<file path="config.mk">
export PLATFORM = sky130hd
export DESIGN_NAME = vsync_lock_ctrl
export DESIGN_NICKNAME = d
export VERILOG_FILES = /design/src/rtl/vlk_pkg.sv /design/src/rtl/vlk_sync2.sv /design/src/rtl/vlk_cfg_hold.sv /design/src/rtl/vlk_skew_timer.sv /design/src/rtl/vlk_frame_gen.sv /design/src/rtl/vsync_lock_ctrl.sv
export SDC_FILE = /design/constraint.sdc
export NUM_CORES = 1
export LEC_CHECK = 0
export CAP_MARGIN = 10
export CORE_ASPECT_RATIO = 1.5
export CORE_MARGIN = 2
export CORE_UTILIZATION = 35
export DETAILED_ROUTE_END_ITERATION = 6
export DONT_BUFFER_PORTS = 1
export GPL_TIMING_DRIVEN = 0
export HOLD_SLACK_MARGIN = 0.12
export PLACE_DENSITY = 0.6
export SLEW_MARGIN = 20
export SYNTH_ARGS = -nofsm -noshare
export SYNTH_HDL_FRONTEND = slang
export SYNTH_HIERARCHICAL = 1
export SYNTH_SLANG_ARGS = --single-unit
</file>
<file path="constraint.sdc">
create_clock -name clk -period 6.5 [get_ports clk]
set_input_delay 0.65 -clock clk [delete_from_list [all_inputs] [get_ports clk]]
set_output_delay 0.65 -clock clk [all_outputs]
set_load 0.03 [all_outputs]
</file>
<file path="src/rtl/vlk_pkg.sv">
package vlk_pkg;

    typedef enum logic [1:0] {
        SRC_LOCAL   = 2'd0,
        SRC_EXT     = 2'd1,
        SRC_TIMEOUT = 2'd2
    } frame_src_e;

    typedef struct packed {
        logic       fire;
        frame_src_e src;
    } frame_req_t;

    function automatic frame_req_t mk_req(input logic f, input frame_src_e s);
        frame_req_t r;
        r.fire = f;
        r.src  = s;
        return r;
    endfunction

endpackage

</file>
<file path="src/rtl/vlk_sync2.sv">
module vlk_sync2 #(
    parameter int W = 1
) (
    input  logic         clk,
    input  logic         rst,
    input  logic [W-1:0] async_in,
    output logic [W-1:0] sync_out
);
    logic [W-1:0] meta_q;
    logic [W-1:0] stab_q;

    always_ff @(posedge clk) begin
        if (rst) begin
            meta_q <= '0;
            stab_q <= '0;
        end else begin
            meta_q <= async_in;
            stab_q <= meta_q;
        end
    end

    assign sync_out = stab_q;
endmodule

</file>
<file path="src/rtl/vlk_cfg_hold.sv">
module vlk_cfg_hold #(
    parameter int SKEW_W = 8,
    parameter int TMO_W  = 16
) (
    input  logic              clk,
    input  logic              rst,
    input  logic              stg_lock_en,
    input  logic              stg_tmo_en,
    input  logic [SKEW_W-1:0] stg_skew,
    input  logic [TMO_W-1:0]  stg_tmo,
    input  logic              upd_req,
    input  logic              frame_next,
    output logic              act_lock_en,
    output logic              act_tmo_en,
    output logic [SKEW_W-1:0] act_skew,
    output logic [TMO_W-1:0]  act_tmo
);
    logic pend_q;
    logic apply;

    assign apply = frame_next & (pend_q | upd_req);

    always_ff @(posedge clk) begin
        if (rst) begin
            pend_q      <= 1'b0;
            act_lock_en <= 1'b0;
            act_tmo_en  <= 1'b0;
            act_skew    <= '0;
            act_tmo     <= '0;
        end else begin
            if (apply) begin
                pend_q      <= 1'b0;
                act_lock_en <= stg_lock_en;
                act_tmo_en  <= stg_tmo_en;
                act_skew    <= stg_skew;
                act_tmo     <= stg_tmo;
            end else if (upd_req) begin
                pend_q <= 1'b1;
            end
        end
    end
endmodule

</file>
<file path="src/rtl/vlk_skew_timer.sv">
module vlk_skew_timer #(
    parameter int SKEW_W = 8
) (
    input  logic              clk,
    input  logic              rst,
    input  logic              lock_en,
    input  logic              sync_lvl,
    input  logic [SKEW_W-1:0] skew,
    output logic              skew_wait,
    output logic              skew_fire,
    output logic              edge_acc
);
    localparam logic [SKEW_W-1:0] SKEW_ZERO = '0;

    logic              lvl_d;
    logic              wait_q;
    logic [SKEW_W-1:0] cnt_q;
    logic              rise;

    always_ff @(posedge clk) begin
        if (rst) lvl_d <= 1'b0;
        else     lvl_d <= sync_lvl;
    end

    assign rise      = sync_lvl & ~lvl_d;
    assign edge_acc  = lock_en & rise & ~wait_q;
    assign skew_fire = lock_en & ((edge_acc & (skew == SKEW_ZERO)) |
                                  (wait_q & (cnt_q == SKEW_ZERO)));

    always_ff @(posedge clk) begin
        if (rst || !lock_en) begin
            wait_q <= 1'b0;
            cnt_q  <= '0;
        end else if (edge_acc && skew != SKEW_ZERO) begin
            wait_q <= 1'b1;
            cnt_q  <= skew - 1'b1;
        end else if (wait_q) begin
            if (cnt_q == SKEW_ZERO) wait_q <= 1'b0;
            else                    cnt_q  <= cnt_q - 1'b1;
        end
    end

    assign skew_wait = wait_q;
endmodule

</file>
<file path="src/rtl/vlk_frame_gen.sv">
module vlk_frame_gen
    import vlk_pkg::*;
#(
    parameter int TMO_W = 16
) (
    input  logic             clk,
    input  logic             rst,
    input  logic             lock_en,
    input  logic             tmo_en,
    input  logic [TMO_W-1:0] tmo,
    input  logic             skew_fire,
    input  logic             skew_wait,
    input  logic             edge_acc,
    input  logic             local_fs,
    output logic             frame_next,
    output logic             vs_out,
    output logic             lock_src
);
    localparam logic [TMO_W-1:0] TCNT_MAX = '1;
    localparam logic [TMO_W-1:0] TMO_ZERO = '0;

    logic [TMO_W-1:0] tcnt_q;
    logic             tmo_hit;
    frame_req_t       req;

    assign tmo_hit = lock_en & tmo_en & (tmo != TMO_ZERO) & ~skew_wait &
                     ~edge_acc & (tcnt_q == tmo);

    always_comb begin
        if (!lock_en)       req = mk_req(local_fs, SRC_LOCAL);
        else if (skew_fire) req = mk_req(1'b1, SRC_EXT);
        else if (tmo_hit)   req = mk_req(1'b1, SRC_TIMEOUT);
        else                req = mk_req(1'b0, SRC_LOCAL);
    end

    assign frame_next = req.fire;

    always_ff @(posedge clk) begin
        if (rst) begin
            vs_out   <= 1'b0;
            tcnt_q   <= '0;
            lock_src <= 1'b0;
        end else begin
            vs_out <= req.fire;
            if (req.fire)                tcnt_q <= '0;
            else if (tcnt_q != TCNT_MAX) tcnt_q <= tcnt_q + 1'b1;
            if (!lock_en)      lock_src <= 1'b0;
            else if (req.fire) lock_src <= (req.src == SRC_EXT);
        end
    end
endmodule

</file>
<file path="src/rtl/vsync_lock_ctrl.sv">
module vsync_lock_ctrl #(
    parameter int SKEW_W = 8,
    parameter int TMO_W  = 16
) (
    input  logic              clk,
    input  logic              rst,
    input  logic              cfg_lock_en,
    input  logic              cfg_tmo_en,
    input  logic [SKEW_W-1:0] cfg_skew,
    input  logic [TMO_W-1:0]  cfg_tmo,
    input  logic              cfg_update,
    input  logic              ext_vsync,
    input  logic              ext_video_ok,
    input  logic              local_frame_start,
    output logic              vsync_out,
    output logic              stat_skew_wait,
    output logic              stat_lock_active,
    output logic              stat_video_ok
);
    localparam int NSYNC = 2;

    logic [NSYNC-1:0]  sync_v;
    logic              lk_en;
    logic              to_en;
    logic [SKEW_W-1:0] skew_a;
    logic [TMO_W-1:0]  tmo_a;
    logic              frame_next;
    logic              skew_fire;
    logic              edge_acc;
    logic              lock_src;

    vlk_sync2 #(.W(NSYNC)) u_sync (
        .clk      (clk),
        .rst      (rst),
        .async_in ({ext_video_ok, ext_vsync}),
        .sync_out (sync_v)
    );

    vlk_cfg_hold #(.SKEW_W(SKEW_W), .TMO_W(TMO_W)) u_cfg (
        .clk         (clk),
        .rst         (rst),
        .stg_lock_en (cfg_lock_en),
        .stg_tmo_en  (cfg_tmo_en),
        .stg_skew    (cfg_skew),
        .stg_tmo     (cfg_tmo),
        .upd_req     (cfg_update),
        .frame_next  (frame_next),
        .act_lock_en (lk_en),
        .act_tmo_en  (to_en),
        .act_skew    (skew_a),
        .act_tmo     (tmo_a)
    );

    vlk_skew_timer #(.SKEW_W(SKEW_W)) u_skew (
        .clk       (clk),
        .rst       (rst),
        .lock_en   (lk_en),
        .sync_lvl  (sync_v[0]),
        .skew      (skew_a),
        .skew_wait (stat_skew_wait),
        .skew_fire (skew_fire),
        .edge_acc  (edge_acc)
    );

    vlk_frame_gen #(.TMO_W(TMO_W)) u_frame (
        .clk        (clk),
        .rst        (rst),
        .lock_en    (lk_en),
        .tmo_en     (to_en),
        .tmo        (tmo_a),
        .skew_fire  (skew_fire),
        .skew_wait  (stat_skew_wait),
        .edge_acc   (edge_acc),
        .local_fs   (local_frame_start),
        .frame_next (frame_next),
        .vs_out     (vsync_out),
        .lock_src   (lock_src)
    );

    assign stat_lock_active = lock_src & lk_en;
    assign stat_video_ok    = sync_v[1];
endmodule

</file>
; ---- Word level (Yosys, flattened, before mapping)
; Index checks and enable logic that the tools add are counted.
[totals]
ff_bits = 59
inputBits = 32
output_inout_bits = 4
elab_cells = 60
[op_classes]
add_sub_neg = 3
eq_ne = 4
muxes = 9
bitwise_logic = 19
n_reduce_logical = 12
[op_table]
columns = op, n
row1 = 8-bit two-way mux, 3
row2 = "16-bit by 1-bit adder with 16-bit output, second input constant", 1
row3 = 16-bit equality test, 1
row4 = 8-bit logical NOT, 2
row5 = "16-bit != test, second input constant", 1
row6 = 16-bit nonzero test, 1
row7 = "8-bit by 1-bit subtractor with 8-bit output, second input constant", 2
row8 = 1-bit bitwise AND, 13
row9 = 3-bit two-way mux, 3
row10 = 8-bit nonzero test, 1
row11 = 2-bit OR reduction, 3
row12 = 1-bit NOT, 4
row13 = 1-bit two-way mux, 3
row14 = "2-bit by 1-bit equality test with 1-bit output, second input constant", 1
row15 = "2-bit by 1-bit != test with 1-bit output, second input constant", 1
row16 = 1-bit OR, 2
row17 = 2-bit AND reduction, 1
row18 = 2-bit nonzero test, 1
row19 = 1-bit logical AND, 1
row20 = 1-bit logical NOT, 1
row21 = 1-bit logical OR, 1

; ---- Logic depth before layout (Yosys ltp)
[logic_depth]
ltp_word = 12
depth_mapped = 12

; ---- By module
; Netlist, hierarchy kept.
[by_module_without_submodules]
columns = module, instances, cells_per_inst, area_per_inst_um2
row1 = vlk_cfg_hold, 1, 116, 1212.4
row2 = vlk_frame_gen, 1, 135, 1176.1
row3 = vlk_skew_timer, 1, 97, 784.5
row4 = vlk_sync2, 1, 8, 105.1
row5 = vsync_lock_ctrl, 1, 1, 6.3

; ---- Worst setup path after synthesis
; No wires, ideal clock.
[synth_timing]
kind = reg-to-reg
startpoint = register u_skew.wait_q, in the netlist u_skew/skew_wait
endpoint = register u_skew.cnt_q[4]
setup_time_ps = 87
t_arrival_ps = 2612
required_time_ps = 6413
slack_ps = 3801
stages_incl_launch_ff = 13
n_path_buf = 3
path_cell_list = dfxtp_1 -> buf_6 -> nand4bb_1 -> a21o_2 -> buf_6 -> a21oi_1 -> ha_1 -> clkbuf_1 -> nor3b_1 -> xor2_1 -> nor2_1 -> a211o_1 -> o31ai_1
[synth_between]
elab_chain_len = 5
word_cells_on_any_way = 7
cone_classes = eq/ne: 1 / mux: 1 / bitwise: 2 / reduce/logical: 3
[synth_lines]
columns = element, line
row1 = from (decl), vlk_skew_timer.sv:16  ; logic wait_q;
row2 = from (signal assigned), vlk_skew_timer.sv:32  ; wait_q <= 1'b0;
row3 = from (signal assigned), vlk_skew_timer.sv:35  ; wait_q <= 1'b1;
row4 = from (signal assigned), vlk_skew_timer.sv:38  ; if (cnt_q == SKEW_ZERO) wait_q <= 1'b0;
row5 = 1-bit NOT, vlk_skew_timer.sv:26  ; assign edge_acc = lock_en & rise & ~wait_q;
row6 = 1-bit bitwise AND, vlk_skew_timer.sv:26
row7 = 1-bit logical AND, vlk_skew_timer.sv:34  ; end else if (edge_acc && skew != SKEW_ZERO) begin
row8 = 2-bit by 1-bit != test with 1-bit output (no source line) or 2-bit nonzero test (tied branches), n/a
row9 = 2-bit AND reduction (no source line), n/a
row10 = to (signal assigned), vlk_skew_timer.sv:36  ; cnt_q <= skew - 1'b1;
row11 = to (signal assigned), vlk_skew_timer.sv:39  ; else cnt_q <= cnt_q - 1'b1;
row12 = to (decl), vlk_skew_timer.sv:17  ; logic [SKEW_W-1:0] cnt_q;
; Parallel ways exist; a longest one is shown, timed or not.
; A chain may end at the register's enable or synchronous reset.

; ---- Worst setup path after layout
; Same ends and word-level chain as after synthesis.

==> reports/metrics.cfg <==
[clock_network]
cts_tree=built
cts_htree_levels=3
post_cts_buffers=0
cts-root-buf=clkbuf_16
insertion_delay_ps=330
clkSlewWorstSetupHoldPaths_ps=50
numCtsBuffers=9
cts.sinks=59
hold_buffers=0
cts-resized-gates=0
ctsLongestPathBuffers=2

[logic_synthesis]
synth_seq_cells=59
ys_warn_count=6
synthesis.area_sq_mm=0.00328
yosysTopAreaCellShare_pct=36.0
yosys_most_used_dff=dfxtp_1
async_flop_share_pct=0
syn_nets=391
synth_edf_count=0
yosysTopAreaCell=dfxtp_1
avgSynthCellArea_sq_um=9.20
synth_cell_types=63
synth.area.top_cells=dfxtp_1 (36%), nand2b_1 (10%), mux2i_1 (8.8%)
netlist_instances=357
synth-seq-area-share_pct=36.0

[sta]
timing.final.ws_setup_ps=3230
setup_viol=0
final.setup.tns_ps=0
finalCritPeriodShare_pct=50.3
max_slew.worst_pin.slew_ps=644
hold_violations=0
finalClockSkew_ps=5.72
slew_viol_final=0
fmax_mhz=306
max_slew_margin_pct=56.7
period_minus_slack_ps=3270
rsz0062_at_grt=no

[placed_design]
io_buffers=0
place_ws_ps=3340
place.gp.congestion=0.872
dp_hpwl_mm=5.88
placed_area_sq_mm=0.00342

[die]
dieArea_sq_mm=0.0102
start_util_pct=35.7
ioPinCount=36
coreArea_sq_mm=0.00920
dieHeight_microns=123
die_w_microns=83.1
rows=43

[setup_path]
critical_path_required_ps=6740
r2r-start=u_skew/skew_wait
arrival_ps=3510
start_kind=register
crit_path_end_kind=register
cp-startpoint=u_skew/skew_wait
critPathKind=reg -> reg
crit_path_max_fanout=9

[layout]
drive_gt1_share_pct=13.7
final_cell_mix=dfxtp_1 (59), nand2b_1 (53), mux2i_1 (29)
area_growth_pct=13.8
antenna_cells=0
fillers=922
final_cell_area_sq_mm=0.00374
fin_nets=402
layout_commonest_cell=dfxtp_1

[drt]
ant_nets=0
wl_mm=7.77
firstDrtPassIters=4
wl_per_cell_microns=16.0
remaining_drc_errors=0
vias=2592
first_iter_violations=91
viasPerCell=5.34

[grt]
grt_pass1_vias=2570
grt-ovfl-total=0
grt_max_degree=17
grt.total_usage_pct=15.8
grt_pass1_wl_mm=12.7
antenna_found_initial=0

[power]
p_leak_nw=1.42
p_total_w=0.000964
p_per_area_mw_per_mm2=258
max-vdd-ir-drop_mv=0.144

[run]
cap_violations=0

[outcome]
outcome=finished clean

[worst_hold_path]
hold_path_startpoint=rst
hold_class=in -> reg

## final cells by class
cell class                 count  area (sq um)  share of cell area (%)
clock buffer                  12           267                    7.13
buffer                        18           140                    3.75
multi-input combinational    276          1950                    52.1
inverter                       4          15.0                   0.402
clock inverter                 4          47.5                    1.27
sequential                    59          1180                    31.6
tap                          112           140                    3.75
## worst paths after layout
kind         slack (ps)  depth (start not counted)                 end
max                3230                         11     u_skew/cnt_q[4]
min                 390                          1  u_sync/sync_out[1]
max reg2reg        3230                         11     u_skew/cnt_q[4]
min reg2reg         430                          1  u_sync/sync_out[1]
## power breakdown
group          switching (W)  internal [W]  total [W]  leakage [nW]
sequential         0.0000171      0.000376   0.000393         0.480
clock               0.000163      0.000326   0.000489         0.155
combinational      0.0000422     0.0000395  0.0000817         0.781
## routing by layer
layer / track usage, % / wire, microns
met5: 0 / 0
met1: 16.8 / 3110
met3: 3.70 / 315
met4: 7.48 / 201
met2: 29.3 / 4150
## worst max-delay path: stages, from the launching register on
cell and delay (ps):
dfxtp_1 450, buf_6 210, nand4bb_1 380, a21oi_2 430, mux2i_1 250, ha_1 160
clkbuf_1 330, nor3b_1 390, xor2_1 200, nor2_1 60, a211o_1 260, o31ai_1 60
## registers in the layout (all words and copies together) (netlist names)
signal / cells
u_frame/vs_out: 1
u_cfg/pend_q: 1
u_cfg/act_tmo: 16
u_sync/meta_q: 2
u_sync/sync_out: 2
u_skew/skew_wait: 1
u_cfg/act_tmo_en: 1
u_skew/cnt_q: 8
u_frame/lock_src: 1
u_skew/lvl_d: 1
u_cfg/act_skew: 8
u_cfg/act_lock_en: 1
u_frame/tcnt_q: 16
## logic make-up after synthesis
kind of cell | count (synthesis) | synth area share [%]
and+or+nand+nor | 170 | 32.4
DFF | 59 | 36.0
AOI/OAI and AO/OA | 46 | 9.60
xor gates and xnor gates | 29 | 7.73
muxes | 29 | 8.84
buffers and inverters | 22 | 4.72
adders and majority gates | 2 | 0.762
## cells in the mapped netlist, types with 3 or more instances
cell type / number
nor4_2: 3
xnor2_1: 13
nand2_1: 17
nor2_1: 15
o21a_1: 3
inv_1: 3
xor2_1: 16
a21oi_1: 13
clkbuf_1: 8
or2_2: 3
dfxtp_1: 59
a31oi_1: 3
nand4_1: 4
nor3_1: 17
nand3_1: 11
o21ai_0: 4
and2_1: 3
or4_4: 3
buf_6: 4
nor2b_1: 5
a211oi_1: 5
nor4_1: 12
nor4_4: 3
and3_1: 3
nand2b_1: 53
mux2i_1: 29
## per-stage QoR
step	hold WS [ps]	util, %	cells
2_1_floorplan	414	-	357
3_3_place_gp	417	37.2	469
3_5_place_dp	424	37.2	469
4_1_cts	377	40.6	485
5_1_grt	382	40.6	485
6_report	387	40.6	485
Power figures use the tool's default switching activity.
